$ cat src/rtl/nvc_pkg.sv
package nvc_pkg;
    localparam int PRE_LEN = 5;

    typedef enum logic [1:0] {
        ST_PWRWAIT,
        ST_READY,
        ST_STORE,
        ST_RECALL
    } nvc_state_e;

    typedef enum logic [1:0] {
        OP_NONE,
        OP_STORE,
        OP_RECALL
    } nvc_op_e;
endpackage

$ cat src/rtl/nvc_access_detect.sv
module nvc_access_detect #(
    parameter int AW = 11
) (
    input  logic          clk,
    input  logic          rst_n,
    input  logic          ce_n,
    input  logic          we_n,
    input  logic [AW-1:0] addr,
    output logic          acc_valid,
    output logic          acc_write,
    output logic [AW-1:0] acc_addr
);
    logic          in_acc;
    logic          wr_seen;
    logic [AW-1:0] addr_q;

    always_ff @(posedge clk) begin
        if (!rst_n) begin
            in_acc    <= 1'b0;
            wr_seen   <= 1'b0;
            addr_q    <= '0;
            acc_valid <= 1'b0;
            acc_write <= 1'b0;
        end else begin
            acc_valid <= 1'b0;
            if (!ce_n) begin
                if (!in_acc) begin
                    in_acc  <= 1'b1;
                    addr_q  <= addr;
                    wr_seen <= !we_n;
                end else if (!we_n) begin
                    wr_seen <= 1'b1;
                end
            end else if (in_acc) begin
                in_acc    <= 1'b0;
                acc_valid <= 1'b1;
                acc_write <= wr_seen;
            end
        end
    end

    assign acc_addr = addr_q;

    // an access is reported as a single-clock event
    p_acc_single_r3: assert property (@(posedge clk) disable iff (!rst_n)
        acc_valid |=> !acc_valid);
endmodule

$ cat src/rtl/nvc_unlock_matcher.sv
module nvc_unlock_matcher
    import nvc_pkg::*;
#(
    parameter int                                   AW               = 11,
    parameter logic [nvc_pkg::PRE_LEN-1:0][AW-1:0]  SEQ_ADDR         = {11'h5A5, 11'h7C0, 11'h03F, 11'h31C, 11'h4E3},
    parameter logic [AW-1:0]                        MODE_STORE_ADDR  = 11'h0FC,
    parameter logic [AW-1:0]                        MODE_RECALL_ADDR = 11'h4C3
) (
    input  logic          clk,
    input  logic          rst_n,
    input  logic          clear,
    input  logic          acc_valid,
    input  logic          acc_write,
    input  logic [AW-1:0] acc_addr,
    output nvc_op_e       op
);
    localparam int SW = $clog2(PRE_LEN + 1);

    logic [SW-1:0]      step;
    logic [AW-1:0]      last_addr;
    logic               last_ok;
    logic [PRE_LEN-1:0] hit;
    logic [2**SW-1:0]   hit_ext;
    logic               is_repeat, step_hit, mode_st, mode_rc;

    for (genvar i = 0; i < PRE_LEN; i++) begin : g_cmp
        assign hit[i] = (acc_addr == SEQ_ADDR[i]);
    end

    always_comb begin
        hit_ext   = (2**SW)'(hit);
        is_repeat = last_ok && (acc_addr == last_addr);
        step_hit  = (step < SW'(PRE_LEN)) && hit_ext[step];
        mode_st   = (step == SW'(PRE_LEN)) && (acc_addr == MODE_STORE_ADDR);
        mode_rc   = (step == SW'(PRE_LEN)) && (acc_addr == MODE_RECALL_ADDR);
        op        = OP_NONE;
        if (acc_valid && !acc_write && !is_repeat && !clear) begin
            if (mode_st)      op = OP_STORE;
            else if (mode_rc) op = OP_RECALL;
        end
    end

    always_ff @(posedge clk) begin
        if (!rst_n || clear) begin
            step      <= '0;
            last_addr <= '0;
            last_ok   <= 1'b0;
        end else if (acc_valid) begin
            if (acc_write) begin
                step    <= '0;
                last_ok <= 1'b0;
            end else begin
                last_addr <= acc_addr;
                last_ok   <= 1'b1;
                if (is_repeat)            step <= '0;
                else if (step_hit)        step <= step + 1'b1;
                else if (mode_st || mode_rc) step <= '0;
                else                      step <= hit[0] ? SW'(1) : '0;
            end
        end
    end

    // a write access leaves the matcher at step 0
    p_write_breaks_r4: assert property (@(posedge clk) disable iff (!rst_n)
        (acc_valid && acc_write) |=> (step == '0));
    // a repeated read address leaves the matcher at step 0
    p_repeat_resets_r5: assert property (@(posedge clk) disable iff (!rst_n)
        (acc_valid && !acc_write && last_ok && (acc_addr == last_addr)) |=> (step == '0));
endmodule

$ cat src/rtl/nvc_cycle_fsm.sv
module nvc_cycle_fsm
    import nvc_pkg::*;
#(
    parameter int STORE_CYC  = 1000000,
    parameter int RECALL_CYC = 2000
) (
    input  logic    clk,
    input  logic    rst_n,
    input  logic    supply_ok,
    input  nvc_op_e op,
    output logic    ready,
    output logic    busy,
    output logic    store_active,
    output logic    recall_active,
    output logic    out_hiz,
    output logic    done_pulse,
    output logic    abort_pulse
);
    localparam int MAXC = (STORE_CYC > RECALL_CYC) ? STORE_CYC : RECALL_CYC;
    localparam int CW   = $clog2(MAXC + 1);
    localparam logic [CW-1:0] ST_LOAD = CW'(STORE_CYC - 1);
    localparam logic [CW-1:0] RC_LOAD = CW'(RECALL_CYC - 1);

    nvc_state_e    state, nstate;
    logic [CW-1:0] cnt, ncnt;
    logic          done_q, abort_q, ndone, nabort;

    always_ff @(posedge clk) begin
        if (!rst_n) begin
            state   <= ST_PWRWAIT;
            cnt     <= '0;
            done_q  <= 1'b0;
            abort_q <= 1'b0;
        end else begin
            state   <= nstate;
            cnt     <= ncnt;
            done_q  <= ndone;
            abort_q <= nabort;
        end
    end

    always_comb begin
        nstate = state;
        ncnt   = cnt;
        ndone  = 1'b0;
        nabort = 1'b0;
        unique case (state)
            ST_PWRWAIT: begin
                if (supply_ok) begin
                    nstate = ST_RECALL;
                    ncnt   = RC_LOAD;
                end
            end
            ST_READY: begin
                if (!supply_ok) begin
                    nstate = ST_PWRWAIT;
                end else if (op == OP_STORE) begin
                    nstate = ST_STORE;
                    ncnt   = ST_LOAD;
                end else if (op == OP_RECALL) begin
                    nstate = ST_RECALL;
                    ncnt   = RC_LOAD;
                end
            end
            ST_STORE: begin
                if (!supply_ok) begin
                    nstate = ST_PWRWAIT;
                    nabort = 1'b1;
                end else if (cnt == '0) begin
                    nstate = ST_READY;
                    ndone  = 1'b1;
                end else begin
                    ncnt = cnt - 1'b1;
                end
            end
            ST_RECALL: begin
                if (cnt == '0) begin
                    nstate = ST_READY;
                    ndone  = 1'b1;
                end else begin
                    ncnt = cnt - 1'b1;
                end
            end
            default: nstate = ST_PWRWAIT;
        endcase
    end

    always_comb begin
        ready         = (state == ST_READY);
        store_active  = (state == ST_STORE);
        recall_active = (state == ST_RECALL);
        busy          = store_active || recall_active;
        out_hiz       = (state == ST_STORE) || (state == ST_RECALL);
        done_pulse    = done_q;
        abort_pulse   = abort_q;
    end

    // waiting for supply and supply good -> recall next clock
    p_autorecall_r2: assert property (@(posedge clk) disable iff (!rst_n)
        (state == ST_PWRWAIT && supply_ok) |=> recall_active);
    // a running cycle only leaves with a done or abort pulse
    p_busy_exit_r8: assert property (@(posedge clk) disable iff (!rst_n)
        busy |=> (busy || done_pulse || abort_pulse));
    // bus forced to high impedance while busy
    p_hiz_busy_r9: assert property (@(posedge clk) disable iff (!rst_n)
        busy |-> out_hiz);
    // supply loss during store aborts on the next clock
    p_store_abort_r10: assert property (@(posedge clk) disable iff (!rst_n)
        (store_active && !supply_ok) |=> (abort_pulse && !busy));
    // recall keeps running regardless of supply
    p_recall_holds_r11: assert property (@(posedge clk) disable iff (!rst_n)
        (recall_active && cnt != '0) |=> recall_active);
    // mutual exclusion of modes and of completion pulses
    p_excl_r12: assert property (@(posedge clk) disable iff (!rst_n)
        !(store_active && recall_active) && !(done_pulse && abort_pulse));
endmodule

$ cat src/rtl/nvsram_cycle_ctrl.sv
module nvsram_cycle_ctrl
    import nvc_pkg::*;
#(
    parameter int                                   AW               = 11,
    parameter logic [nvc_pkg::PRE_LEN-1:0][AW-1:0]  SEQ_ADDR         = {11'h5A5, 11'h7C0, 11'h03F, 11'h31C, 11'h4E3},
    parameter logic [AW-1:0]                        MODE_STORE_ADDR  = 11'h0FC,
    parameter logic [AW-1:0]                        MODE_RECALL_ADDR = 11'h4C3,
    parameter int                                   STORE_CYC        = 1000000,
    parameter int                                   RECALL_CYC       = 2000
) (
    input  logic          clk,
    input  logic          rst_n,
    input  logic          ce_n,
    input  logic          we_n,
    input  logic [AW-1:0] addr,
    input  logic          supply_ok,
    output logic          busy,
    output logic          store_active,
    output logic          recall_active,
    output logic          out_hiz,
    output logic          done_pulse,
    output logic          abort_pulse
);
    logic          acc_valid, acc_write, ready;
    logic [AW-1:0] acc_addr;
    nvc_op_e       match_op;

    nvc_access_detect #(.AW(AW)) u_detect (
        .clk       (clk),
        .rst_n     (rst_n),
        .ce_n      (ce_n),
        .we_n      (we_n),
        .addr      (addr),
        .acc_valid (acc_valid),
        .acc_write (acc_write),
        .acc_addr  (acc_addr)
    );

    nvc_unlock_matcher #(
        .AW               (AW),
        .SEQ_ADDR         (SEQ_ADDR),
        .MODE_STORE_ADDR  (MODE_STORE_ADDR),
        .MODE_RECALL_ADDR (MODE_RECALL_ADDR)
    ) u_match (
        .clk       (clk),
        .rst_n     (rst_n),
        .clear     (!ready),
        .acc_valid (acc_valid),
        .acc_write (acc_write),
        .acc_addr  (acc_addr),
        .op        (match_op)
    );

    nvc_cycle_fsm #(
        .STORE_CYC  (STORE_CYC),
        .RECALL_CYC (RECALL_CYC)
    ) u_fsm (
        .clk           (clk),
        .rst_n         (rst_n),
        .supply_ok     (supply_ok),
        .op            (match_op),
        .ready         (ready),
        .busy          (busy),
        .store_active  (store_active),
        .recall_active (recall_active),
        .out_hiz       (out_hiz),
        .done_pulse    (done_pulse),
        .abort_pulse   (abort_pulse)
    );

    // while a cycle runs the matcher never requests an operation
    p_lockout_r7: assert property (@(posedge clk) disable iff (!rst_n)
        busy |-> (match_op == OP_NONE));
endmodule

$ cat config.mk
export PLATFORM = sky130hd
export DESIGN_NAME = nvsram_cycle_ctrl
export DESIGN_NICKNAME = d
export VERILOG_FILES = /design/src/rtl/nvc_pkg.sv /design/src/rtl/nvc_access_detect.sv /design/src/rtl/nvc_unlock_matcher.sv /design/src/rtl/nvc_cycle_fsm.sv /design/src/rtl/nvsram_cycle_ctrl.sv
export SDC_FILE = /design/constraint.sdc
export NUM_CORES = 1
export LEC_CHECK = 0
export CAP_MARGIN = 15
export CORE_ASPECT_RATIO = 1.75
export CORE_UTILIZATION = 40
export CTS_CLUSTER_DIAMETER = 30
export DETAILED_ROUTE_END_ITERATION = 12
export GPL_TIMING_DRIVEN = 0
export SETUP_SLACK_MARGIN = 0.05
export SYNTH_ARGS = -nofsm -noshare
export SYNTH_HDL_FRONTEND = slang
export SYNTH_SLANG_ARGS = --single-unit
$ cat constraint.sdc
create_clock -name clk -period 3.7 [get_ports clk]
set_input_delay 0.37 -clock clk [delete_from_list [all_inputs] [get_ports clk]]
set_output_delay 0.37 -clock clk [all_outputs]
set_load 0.01 [all_outputs]
-- Yosys cells after proc, flatten, opt, wreduce, memory -nomap -nowiden
Cells that the tools add are included.
- register bits: 54
- bits of input ports: 16
- output and inout bits: 6
- word-level logic and storage cells: 97
- $add $sub $neg: 2
- $lt $le $gt $ge: 2
- equality and inequality tests: 20
- mux-type cells: 33
- bitwise gates (word level): 3
- reduce and logical (&&, ||, !) cells: 25
- operators with widths (operator ; number):
    two-way mux 20 bit ; 6
    case mux 20 bit (4 select lines) ; 1
    equality test 11 bit (second input constant) ; 4
    zero test 20 bit ; 1
    subtractor 20 x 1 -> 20 bit (second input constant) ; 1
    two-way mux 2 bit ; 9
    AND reduction 2 bit ; 7
    two-way mux 3 bit ; 4
    equality test 11 x 10 -> 1 bit (second input constant) ; 1
    equality test 11 bit ; 1
    equality test 11 x 6 -> 1 bit (second input constant) ; 1
    equality test 11 x 8 -> 1 bit (second input constant) ; 1
    two-way mux 1 bit ; 10
    != test 2 bit (second input constant) ; 4
    case mux 2 bit (4 select lines) ; 1
    logical AND 1 bit ; 7
    equality test 2 bit (second input constant) ; 3
    zero test 1 bit ; 5
    equality test 2 x 1 -> 1 bit (second input constant) ; 2
    less-than comparator 3 x 4 -> 1 bit (second input constant) ; 1
    != test 4 x 2 -> 1 bit (second input constant) ; 1
    AND reduction 4 bit ; 1
    adder 3 x 1 -> 3 bit (second input constant) ; 1
    binary-select mux 1 bit (select 3 bit) ; 1
    other kinds (7) ; 11

-- Depth between registers and ports, before layout
Gate-level depths: netlist of run 1.
- word-level depth: 11
- depth in mapped cells: 9
- mapped depth without buffers: 8

-- Hierarchy
Synthesis of run 1 repeated with hierarchy kept, for this count alone.
- cell total of the unflattened synthesis: 373
- area, all modules: 3080.5 um^2
- by module, submodules not included (module ; times used ; cells each ; area each (um^2) ; seq. area each (um^2)):
    nvc_cycle_fsm ; 1 ; 192 ; 1556.5 ; 480.5
    nvc_unlock_matcher ; 1 ; 115 ; 927.1 ; 300.3
    nvc_access_detect ; 1 ; 65 ; 593.1 ; 300.3
    nvsram_cycle_ctrl ; 1 ; 1 ; 3.8 ; 0.0

-- Worst setup path after synthesis of run 1
OpenSTA, ideal clock, no wires.
- kind: reg2reg
- start point: reg u_fsm.cnt[6]
- end point: reg u_fsm.cnt[17]
- setup time: 61 ps
- data arrival time: 2347 ps
- required time: 3639 ps
- slack: 1292 ps
- stages on the path, launching flop included: 8
- buffers on the path: 1
- period minus slack after synthesis: 2408 ps
- cells stage by stage: dfxtp_1 > buf_6 > or4_4 > or3_4 > or3_1 > or3_1 > a211oi_2 > o221a_1
- word-level cells in the longest chain between the ends: 4
- elaborated cells on any way between the ends: 5
- classes of those cells: add/sub (1); mux (3); reduce/logical (1)
- RTL lines (what ; line ; RTL):
    start, declared ; nvc_cycle_fsm.sv:25 ; logic [CW-1:0] cnt, ncnt;
    start signal, assigned ; nvc_cycle_fsm.sv:36 ; cnt <= ncnt;
    subtractor 20 x 1 -> 20 bit or zero test 20 bit (tied branches) ; -- ;
    two-way mux 20 bit * ; nvc_cycle_fsm.sv:69, nvc_cycle_fsm.sv:77 ;
    two-way mux 20 bit ; nvc_cycle_fsm.sv:66 ; if (!supply_ok) begin
    case mux 20 bit (4 select lines) * ; nvc_cycle_fsm.sv:47 ; unique case (state)
Every way passes the cells marked *; elsewhere a longest branch is shown, timed or not. The select of a mux whose other input is x is not followed.
A chain may end at the register's enable or synchronous reset.

-- Worst setup path in the final report of run 1
- start point: reg u_fsm.cnt[0]
- end point: reg u_fsm.cnt[18]
The elaborated chain is that of the path after synthesis.

==> impl_metrics.xml, run 1 <==
<?xml version="1.0" encoding="UTF-8"?>
<metrics>
  <group name="run_status">
    <metric name="status" unit="">complete, no violations</metric>
  </group>
  <group name="sta">
    <metric name="shortest_clock_period_the_worst_path_allows_after_layout" unit="ps">2850</metric>
    <metric name="grt_setup_unrepaired" unit="">false</metric>
    <metric name="fin_crit_sh" unit="%">77.1</metric>
    <metric name="relSlewSlack" unit="%">39.8</metric>
    <metric name="timing_hold_violations_final" unit="">0</metric>
    <metric name="setup-tns-final" unit="ps">0</metric>
    <metric name="worstMarginPinSlew" unit="ps">898</metric>
    <metric name="finClkSkew" unit="ps">3.81</metric>
    <metric name="fmaxAchievable" unit="GHz">0.350</metric>
    <metric name="final.hold.worst_slack" unit="ps">466</metric>
    <metric name="finalSetupViolations" unit="">0</metric>
    <metric name="final_max_slew_viol_count" unit="">0</metric>
  </group>
  <group name="detailed_routing">
    <metric name="avgRoutedWirePerCell" unit="microns">16.3</metric>
    <metric name="route.antenna.remaining_nets" unit="">0</metric>
    <metric name="drc" unit="">0</metric>
    <metric name="routed_wirelength" unit="microns">7730</metric>
    <metric name="drtIter0Drc" unit="">254</metric>
    <metric name="vias" unit="">2772</metric>
    <metric name="detailedRoute.firstPassIterationCount" unit="">4</metric>
    <metric name="vias_per_cell" unit="">5.86</metric>
  </group>
  <group name="clock_tree">
    <metric name="tritoncts" unit="">built</metric>
    <metric name="numCtsBuffers" unit="">5</metric>
    <metric name="cts.root.buffer_cell" unit="">sky130_fd_sc_hd__clkbuf_16</metric>
    <metric name="cts.clk_slew.worst_paths" unit="ps">70</metric>
    <metric name="htreeDepth" unit="">2</metric>
    <metric name="clk-insertion-delay-late" unit="ps">290</metric>
    <metric name="clock-sinks" unit="">54</metric>
    <metric name="cts_resized" unit="">0</metric>
    <metric name="post_cts.repair.setup_buffers" unit="">0</metric>
    <metric name="clockBufferDepth" unit="">2</metric>
    <metric name="hold_buffers" unit="">0</metric>
  </group>
  <group name="yosys">
    <metric name="yosysMostFrequentCell" unit="">sky130_fd_sc_hd__nand2_1</metric>
    <metric name="syn_area" unit="sq um">2860</metric>
    <metric name="synthesized_area_per_cell" unit="sq um">7.95</metric>
    <metric name="list_of_most_frequent_post_synthesis_cells" unit="">66 x sky130_fd_sc_hd__nand2_1, 54 x sky130_fd_sc_hd__dfxtp_1, 34 x sky130_fd_sc_hd__a21oi_1</metric>
    <metric name="number_of_distinct_standard_cells_referenced_by_the_synthesized_netlist" unit="">64</metric>
    <metric name="edff_count_synth" unit="">0</metric>
    <metric name="synth.ff_latch_count" unit="">54</metric>
    <metric name="synth_flop_cell" unit="">sky130_fd_sc_hd__dfxtp_1</metric>
    <metric name="async_reset_ff_share" unit="%">0</metric>
    <metric name="ys_seq_area_share" unit="%">37.8</metric>
    <metric name="synth_cells" unit="">360</metric>
    <metric name="synth_top_cell_area_share" unit="%">37.8</metric>
    <metric name="netlist.top_cell.by_area" unit="">sky130_fd_sc_hd__dfxtp_1</metric>
    <metric name="ys.warnings.count" unit="">0</metric>
    <metric name="synth.net_count" unit="">379</metric>
    <metric name="dominant_cells_by_area_after_synthesis" unit="">sky130_fd_sc_hd__dfxtp_1 38%, sky130_fd_sc_hd__nand2_1 8.7%, sky130_fd_sc_hd__a21oi_1 5.9%</metric>
  </group>
  <group name="min_path">
    <metric name="min_delay_path_depth" unit="">2</metric>
    <metric name="holdPathEnd" unit="">u_match.last_addr[6]</metric>
    <metric name="worstHoldStart" unit="">u_match.last_addr[6]</metric>
    <metric name="hold_class" unit="">flop to flop</metric>
  </group>
  <group name="place">
    <metric name="place.gp.congestion" unit="">0.911</metric>
    <metric name="portBuffers" unit="">21</metric>
    <metric name="dpl-instance-area" unit="sq um">3180</metric>
    <metric name="dp.final_hpwl" unit="microns">5690</metric>
  </group>
  <group name="critical_path">
    <metric name="cp-end-kind" unit="">flop</metric>
    <metric name="timing.critical_path.fanout_max" unit="">10</metric>
    <metric name="critical_path_arrival" unit="ps">3090</metric>
    <metric name="path_class" unit="">flop to flop</metric>
    <metric name="timing.rr.end" unit="">u_fsm.cnt[18]</metric>
    <metric name="r2r_cells" unit="">9</metric>
    <metric name="critPathLaunchType" unit="">flop</metric>
    <metric name="reg2reg_from" unit="">u_fsm.cnt[0]</metric>
    <metric name="required" unit="ps">3940</metric>
    <metric name="reg2reg_setup_slack" unit="ps">850</metric>
  </group>
  <group name="pwr">
    <metric name="p_per_area" unit="nW/um^2">410</metric>
    <metric name="worst_ir_drop_vdd" unit="mV">0.243</metric>
    <metric name="power.static_leakage" unit="uW">0.00107</metric>
  </group>
  <group name="layout">
    <metric name="fin_area" unit="sq um">3330</metric>
    <metric name="num-nets-final" unit="">407</metric>
    <metric name="num-fill-cells" unit="">712</metric>
    <metric name="layout-drive-gt1-share" unit="%">6.17</metric>
    <metric name="flow.area_growth_from_synthesis" unit="%">16.3</metric>
    <metric name="num_antenna_cells" unit="">0</metric>
  </group>
  <group name="grt">
    <metric name="groute.usage.overall" unit="%">21.9</metric>
    <metric name="grt_start_max_net_pins" unit="">17</metric>
    <metric name="overflow" unit="">0</metric>
    <metric name="number_of_antenna_violations_at_the_first_check_in_global_routing" unit="">0</metric>
    <metric name="grt_first_pass_wirelength" unit="microns">12500</metric>
    <metric name="number_of_global_route_vias_before_repair" unit="">2581</metric>
  </group>
  <group name="die">
    <metric name="placement_rows" unit="">40</metric>
    <metric name="core" unit="sq um">6910</metric>
    <metric name="io_pins" unit="">22</metric>
    <metric name="die_w" unit="microns">65.9</metric>
    <metric name="dieArea" unit="sq um">7510</metric>
    <metric name="dieHeight" unit="microns">114</metric>
    <metric name="starting_density" unit="%">41.4</metric>
  </group>
  <group name="run">
    <metric name="max_cap_violations" unit="">0</metric>
  </group>
</metrics>
-- worst max-delay path: stages (launching register included) --
cell                       delay, ps
sky130_fd_sc_hd__dfxtp_1         330
sky130_fd_sc_hd__inv_1           100
sky130_fd_sc_hd__ha_1            220
sky130_fd_sc_hd__nor3b_1         370
sky130_fd_sc_hd__nand4b_1        330
sky130_fd_sc_hd__o31a_1          370
sky130_fd_sc_hd__clkbuf_1        240
sky130_fd_sc_hd__nand2b_1        130
sky130_fd_sc_hd__clkbuf_1        430
sky130_fd_sc_hd__o221a_2         280
-- cell usage in the layout (no fill, tap or decap), drive strengths merged, types with 8 or more instances in the layout --
master and instances:
a21oi 34, clkbuf 25, clkdlybuf4s50 21, dfxtp 54, inv 13, nand2 66, nand2b 8, nand3 9
nor2 18, nor3 8, nor4 8, o21ai 12, xnor2 11
-- registers in the layout, indices dropped and copies added (netlist names) --
name	cells
u_detect.wr_seen	1
u_fsm.done_pulse	1
u_detect.acc_write	1
u_match.last_addr	11
u_fsm.cnt	20
u_detect.acc_valid	1
u_detect.in_acc	1
u_fsm.state	2
u_fsm.abort_pulse	1
u_match.last_ok	1
u_match.step	3
u_detect.acc_addr	11
-- metrics by stage --
step | power (uW) | cells | utilization [%] | setup WS (ps)
6_report | 1360 | 473 | 48.2 | 846
5_1_grt | 1430 | 473 | 48.2 | 615
4_1_cts | 1380 | 473 | 48.2 | 831
3_5_place_dp | 891 | 465 | 46.0 | 869
3_3_place_gp | 888 | 465 | 46.0 | 856
2_1_floorplan | 810 | 360 | - | 1290
-- power by group --
group          switching (uW)  internal (uW)  total [uW]
Combinational             141           98.8         240
Clock                     216            269         485
Sequential               32.0            607         639
-- how the worst max path moves through the flow --
stage	startpoint	end	slack [ps]	depth (start not counted)
final	u_fsm.cnt[0]	u_fsm.cnt[18]	850	9
after global routing	u_fsm.cnt[0]	u_fsm.cnt[18]	620	9
after CTS	u_fsm.cnt[0]	u_fsm.cnt[18]	830	9
after floorplan	u_fsm.cnt[6]	u_fsm.cnt[17]	1290	7
after global placement	u_fsm.cnt[0]	u_fsm.cnt[6]	860	9
after detailed placement	u_fsm.cnt[0]	u_fsm.cnt[6]	870	9
-- routing by layer --
layer | track usage, % | routed length (microns) | vias to the layer above
met3 | 3.60 | 290 | 17
met5 | 0 | 0 | -
met2 | 39.5 | 4220 | 63
met4 | 11.6 | 236 | 0
li1 | - | - | 1364
met1 | 23.4 | 2980 | 1328
-- cell families (layout without fill, tap and decap cells) --
family                   Yosys count  after routing  synth area share [%]
buffers and inverters             35             64                  4.98
adder cells (fa/ha/maj)            3              3                  1.31
flip-flops                        54             54                  37.8
AO/OA/AOI/OAI                     95             95                  22.9
AND/OR/NAND/NOR                  162            162                  29.7
XOR/XNOR                          11             11                  3.37
-- area by class of cell --
type	count	area [sq um]	share of cell area (%)
flip-flops and latches	54	1080	32.5
clock buffers	6	139	4.17
plain buffers	22	93.8	2.82
inverters	13	48.8	1.47
repair buffers	21	210	6.32
well taps	84	105	3.16
multi-input cells	271	1640	49.2
clock inverters	2	12.5	0.376
Note: power is estimated with default switching activity, not from simulation.
==> run 2, diff against run 1 <==
==> constraint.sdc (replaced) <==
create_clock -name clk -period 2.71 [get_ports clk]
set_input_delay 0.271 -clock clk [delete_from_list [all_inputs] [get_ports clk]]
set_output_delay 0.271 -clock clk [all_outputs]
set_load 0.01 [all_outputs]
==> impl_metrics.xml, run 2 (same netlist as run 1, synthesis figures left out) <==
<?xml version="1.0" encoding="UTF-8"?>
<metrics>
  <group name="run_status">
    <metric name="status" unit="">complete, no violations</metric>
  </group>
  <group name="die">
    <metric name="dieArea" unit="sq um">7510</metric>
    <metric name="io_pins" unit="">22</metric>
    <metric name="core" unit="sq um">6910</metric>
    <metric name="die_w" unit="microns">65.9</metric>
    <metric name="dieHeight" unit="microns">114</metric>
    <metric name="placement_rows" unit="">40</metric>
    <metric name="starting_density" unit="%">41.4</metric>
  </group>
  <group name="sta">
    <metric name="finalSetupViolations" unit="">0</metric>
    <metric name="fin_crit_sh" unit="%">93.6</metric>
    <metric name="worstMarginPinSlew" unit="ps">589</metric>
    <metric name="shortest_clock_period_the_worst_path_allows_after_layout" unit="ps">2540</metric>
    <metric name="least_setup_slack_across_all_paths_after_layout" unit="ps">172</metric>
    <metric name="timing_hold_violations_final" unit="">0</metric>
    <metric name="grt_setup_unrepaired" unit="">false</metric>
    <metric name="relSlewSlack" unit="%">60.7</metric>
    <metric name="final_max_slew_viol_count" unit="">0</metric>
    <metric name="fmaxAchievable" unit="GHz">0.394</metric>
    <metric name="finClkSkew" unit="ps">4.38</metric>
  </group>
  <group name="pwr">
    <metric name="p_per_area" unit="nW/um^2">556</metric>
    <metric name="switchingPower" unit="uW">535</metric>
    <metric name="power_frac_clock" unit="%">35.6</metric>
    <metric name="worst_ir_drop_vdd" unit="mV">0.330</metric>
    <metric name="power.internal" unit="uW">1330</metric>
    <metric name="seq_power_share" unit="%">46.8</metric>
    <metric name="switching_share" unit="%">28.6</metric>
    <metric name="power.static_leakage" unit="uW">0.00108</metric>
    <metric name="combPwrFrac" unit="%">17.6</metric>
    <metric name="p_total" unit="uW">1870</metric>
  </group>
  <group name="detailed_routing">
    <metric name="route.antenna.remaining_nets" unit="">0</metric>
    <metric name="drc" unit="">0</metric>
    <metric name="vias_per_cell" unit="">5.87</metric>
    <metric name="avgRoutedWirePerCell" unit="microns">16.3</metric>
    <metric name="routed_wirelength" unit="microns">7710</metric>
    <metric name="vias" unit="">2776</metric>
    <metric name="detailedRoute.firstPassIterationCount" unit="">4</metric>
    <metric name="drtIter0Drc" unit="">213</metric>
  </group>
  <group name="clock_tree">
    <metric name="htreeDepth" unit="">2</metric>
    <metric name="clock-sinks" unit="">54</metric>
    <metric name="cts.root.buffer_cell" unit="">sky130_fd_sc_hd__clkbuf_16</metric>
    <metric name="clk-insertion-delay-late" unit="ps">300</metric>
    <metric name="tritoncts" unit="">built</metric>
    <metric name="cts.clk_slew.worst_paths" unit="ps">70</metric>
    <metric name="clockBufferDepth" unit="">2</metric>
    <metric name="numCtsBuffers" unit="">5</metric>
  </group>
  <group name="grt">
    <metric name="overflow" unit="">0</metric>
    <metric name="grt_first_pass_wirelength" unit="microns">12500</metric>
    <metric name="groute.usage.overall" unit="%">21.9</metric>
    <metric name="grt_start_max_net_pins" unit="">17</metric>
    <metric name="number_of_global_route_vias_before_repair" unit="">2608</metric>
    <metric name="number_of_antenna_violations_at_the_first_check_in_global_routing" unit="">0</metric>
  </group>
  <group name="layout">
    <metric name="mostFrequentLayoutCell" unit="">sky130_fd_sc_hd__nand2_1</metric>
    <metric name="largest_reg_flops" unit="">20</metric>
    <metric name="largest-register" unit="">u_fsm.cnt</metric>
    <metric name="num-nets-final" unit="">407</metric>
    <metric name="num_antenna_cells" unit="">0</metric>
    <metric name="utilization" unit="%">48.6</metric>
    <metric name="flow.area_growth_from_synthesis" unit="%">17.4</metric>
    <metric name="num-fill-cells" unit="">709</metric>
    <metric name="most-common-layout-cells" unit="">66 x sky130_fd_sc_hd__nand2_1, 54 x sky130_fd_sc_hd__dfxtp_1, 34 x sky130_fd_sc_hd__a21oi_1</metric>
    <metric name="layout-drive-gt1-share" unit="%">8.48</metric>
  </group>
  <group name="min_path">
    <metric name="hold_class" unit="">flop to flop</metric>
  </group>
  <group name="critical_path">
    <metric name="critical_path_arrival" unit="ps">2780</metric>
    <metric name="worst_path_most_repeated_cell" unit="">sky130_fd_sc_hd__or3_1</metric>
    <metric name="path_class" unit="">flop to flop</metric>
    <metric name="max_stage_delay" unit="ps">520</metric>
    <metric name="cp-end-kind" unit="">flop</metric>
    <metric name="required" unit="ps">2950</metric>
    <metric name="timing.critical_path.fanout_max" unit="">9</metric>
    <metric name="crit_path_top_delay_cell" unit="">sky130_fd_sc_hd__or4_4</metric>
    <metric name="critPathLaunchType" unit="">flop</metric>
    <metric name="path_cells" unit="">buf_6, or4_4, or3_4, or3_1, or3_1, a211oi_2, o221a_1</metric>
  </group>
  <group name="place">
    <metric name="dp_slack" unit="ps">-121</metric>
    <metric name="dp.final_hpwl" unit="microns">5690</metric>
    <metric name="portBuffers" unit="">21</metric>
    <metric name="place.gp.congestion" unit="">0.911</metric>
  </group>
  <group name="run">
    <metric name="max_cap_violations" unit="">0</metric>
  </group>
</metrics>
## run 2: cell count changes in the layout (fill, tap and decap cells not counted)
cell                       delta
sky130_fd_sc_hd__clkbuf_1     -4
sky130_fd_sc_hd__buf_4        +2
sky130_fd_sc_hd__clkbuf_2     +2
sky130_fd_sc_hd__a31oi_1      -1
sky130_fd_sc_hd__a31oi_2      +1
sky130_fd_sc_hd__nand2b_1     -1
sky130_fd_sc_hd__nand2b_2     +1
sky130_fd_sc_hd__nor4_1       -1
sky130_fd_sc_hd__nor4_2       +1
sky130_fd_sc_hd__o21a_1       -1
sky130_fd_sc_hd__o21a_2       +1
sky130_fd_sc_hd__o31ai_1      -1
sky130_fd_sc_hd__o31ai_2      +1
## run 2: metrics by stage
stage	instance area (sq um)	TNS [ps]	hold slack (ps)	instances
6_report	3360	0	466	473
3_5_place_dp	3180	-1330	462	465
3_3_place_gp	3180	-1410	455	465
4_1_cts	3340	0	472	473
5_1_grt	3360	0	493	473
2_1_floorplan	2860	0	343	360
## run 2: area by class of cell
| class | count | area, sq um | share of cell area (%) |
|---|---|---|---|
| Multi-Input combinational cell | 271 | 1660 | 49.4 |
| Sequential cell | 54 | 1080 | 32.2 |
| Timing Repair Buffer | 23 | 225 | 6.70 |
| Clock buffer | 6 | 139 | 4.13 |
| Tap cell | 84 | 105 | 3.13 |
| Buffer | 20 | 88.8 | 2.64 |
| Inverter | 13 | 48.8 | 1.45 |
| Clock inverter | 2 | 12.5 | 0.372 |
## run 2: per-layer routing
layer / global-route usage (%) / vias up / part of all wire (%)
met2: 39.3 / 55 / 56
met3: 3.90 / 16 / 3.1
li1: - / 1367 / -
met4: 12.3 / 0 / 2.4
met5: 0 / - / 0
met1: 23.1 / 1338 / 39
## run 2: critical path, delay by kind of cell (launching register included)
kind | cells | cell delay, ps
compound gates | 2 | 430
flops | 1 | 310
buf+inv | 1 | 120
simple gates | 4 | 1610
## run 2: path summary, 6_finish.rpt
check / slack, ps / end / startpoint / cells past startpoint
setup / recovery: 170 / u_fsm.cnt[17] / u_fsm.cnt[6] / 7
setup reg to reg: 170 / u_fsm.cnt[17] / u_fsm.cnt[6] / 7
hold / removal: 470 / u_match.last_addr[5] / u_match.last_addr[5] / 2
hold reg to reg: 470 / u_match.last_addr[5] / u_match.last_addr[5] / 2
## run 2: power groups by stage
stage	Sequential, uW	Clock [uW]	Combinational [uW]
CTS	871	681	329
detailed placement	890	0	326
floorplan	876	0	229
global placement	889	0	323
finish	875	665	330
global route	879	717	365
## run 2: what timing repair did
item | 4_1_cts | 5_1_grt
hold buffers | 0 | 0
endpoints found under the setup margin | 16 | 20
setup buffers | 1 | 1
gates cloned | 0 | 0
hold endpoints to repair | 0 | 0
gates resized for setup | 3 | 5
pin swaps | 1 | 1
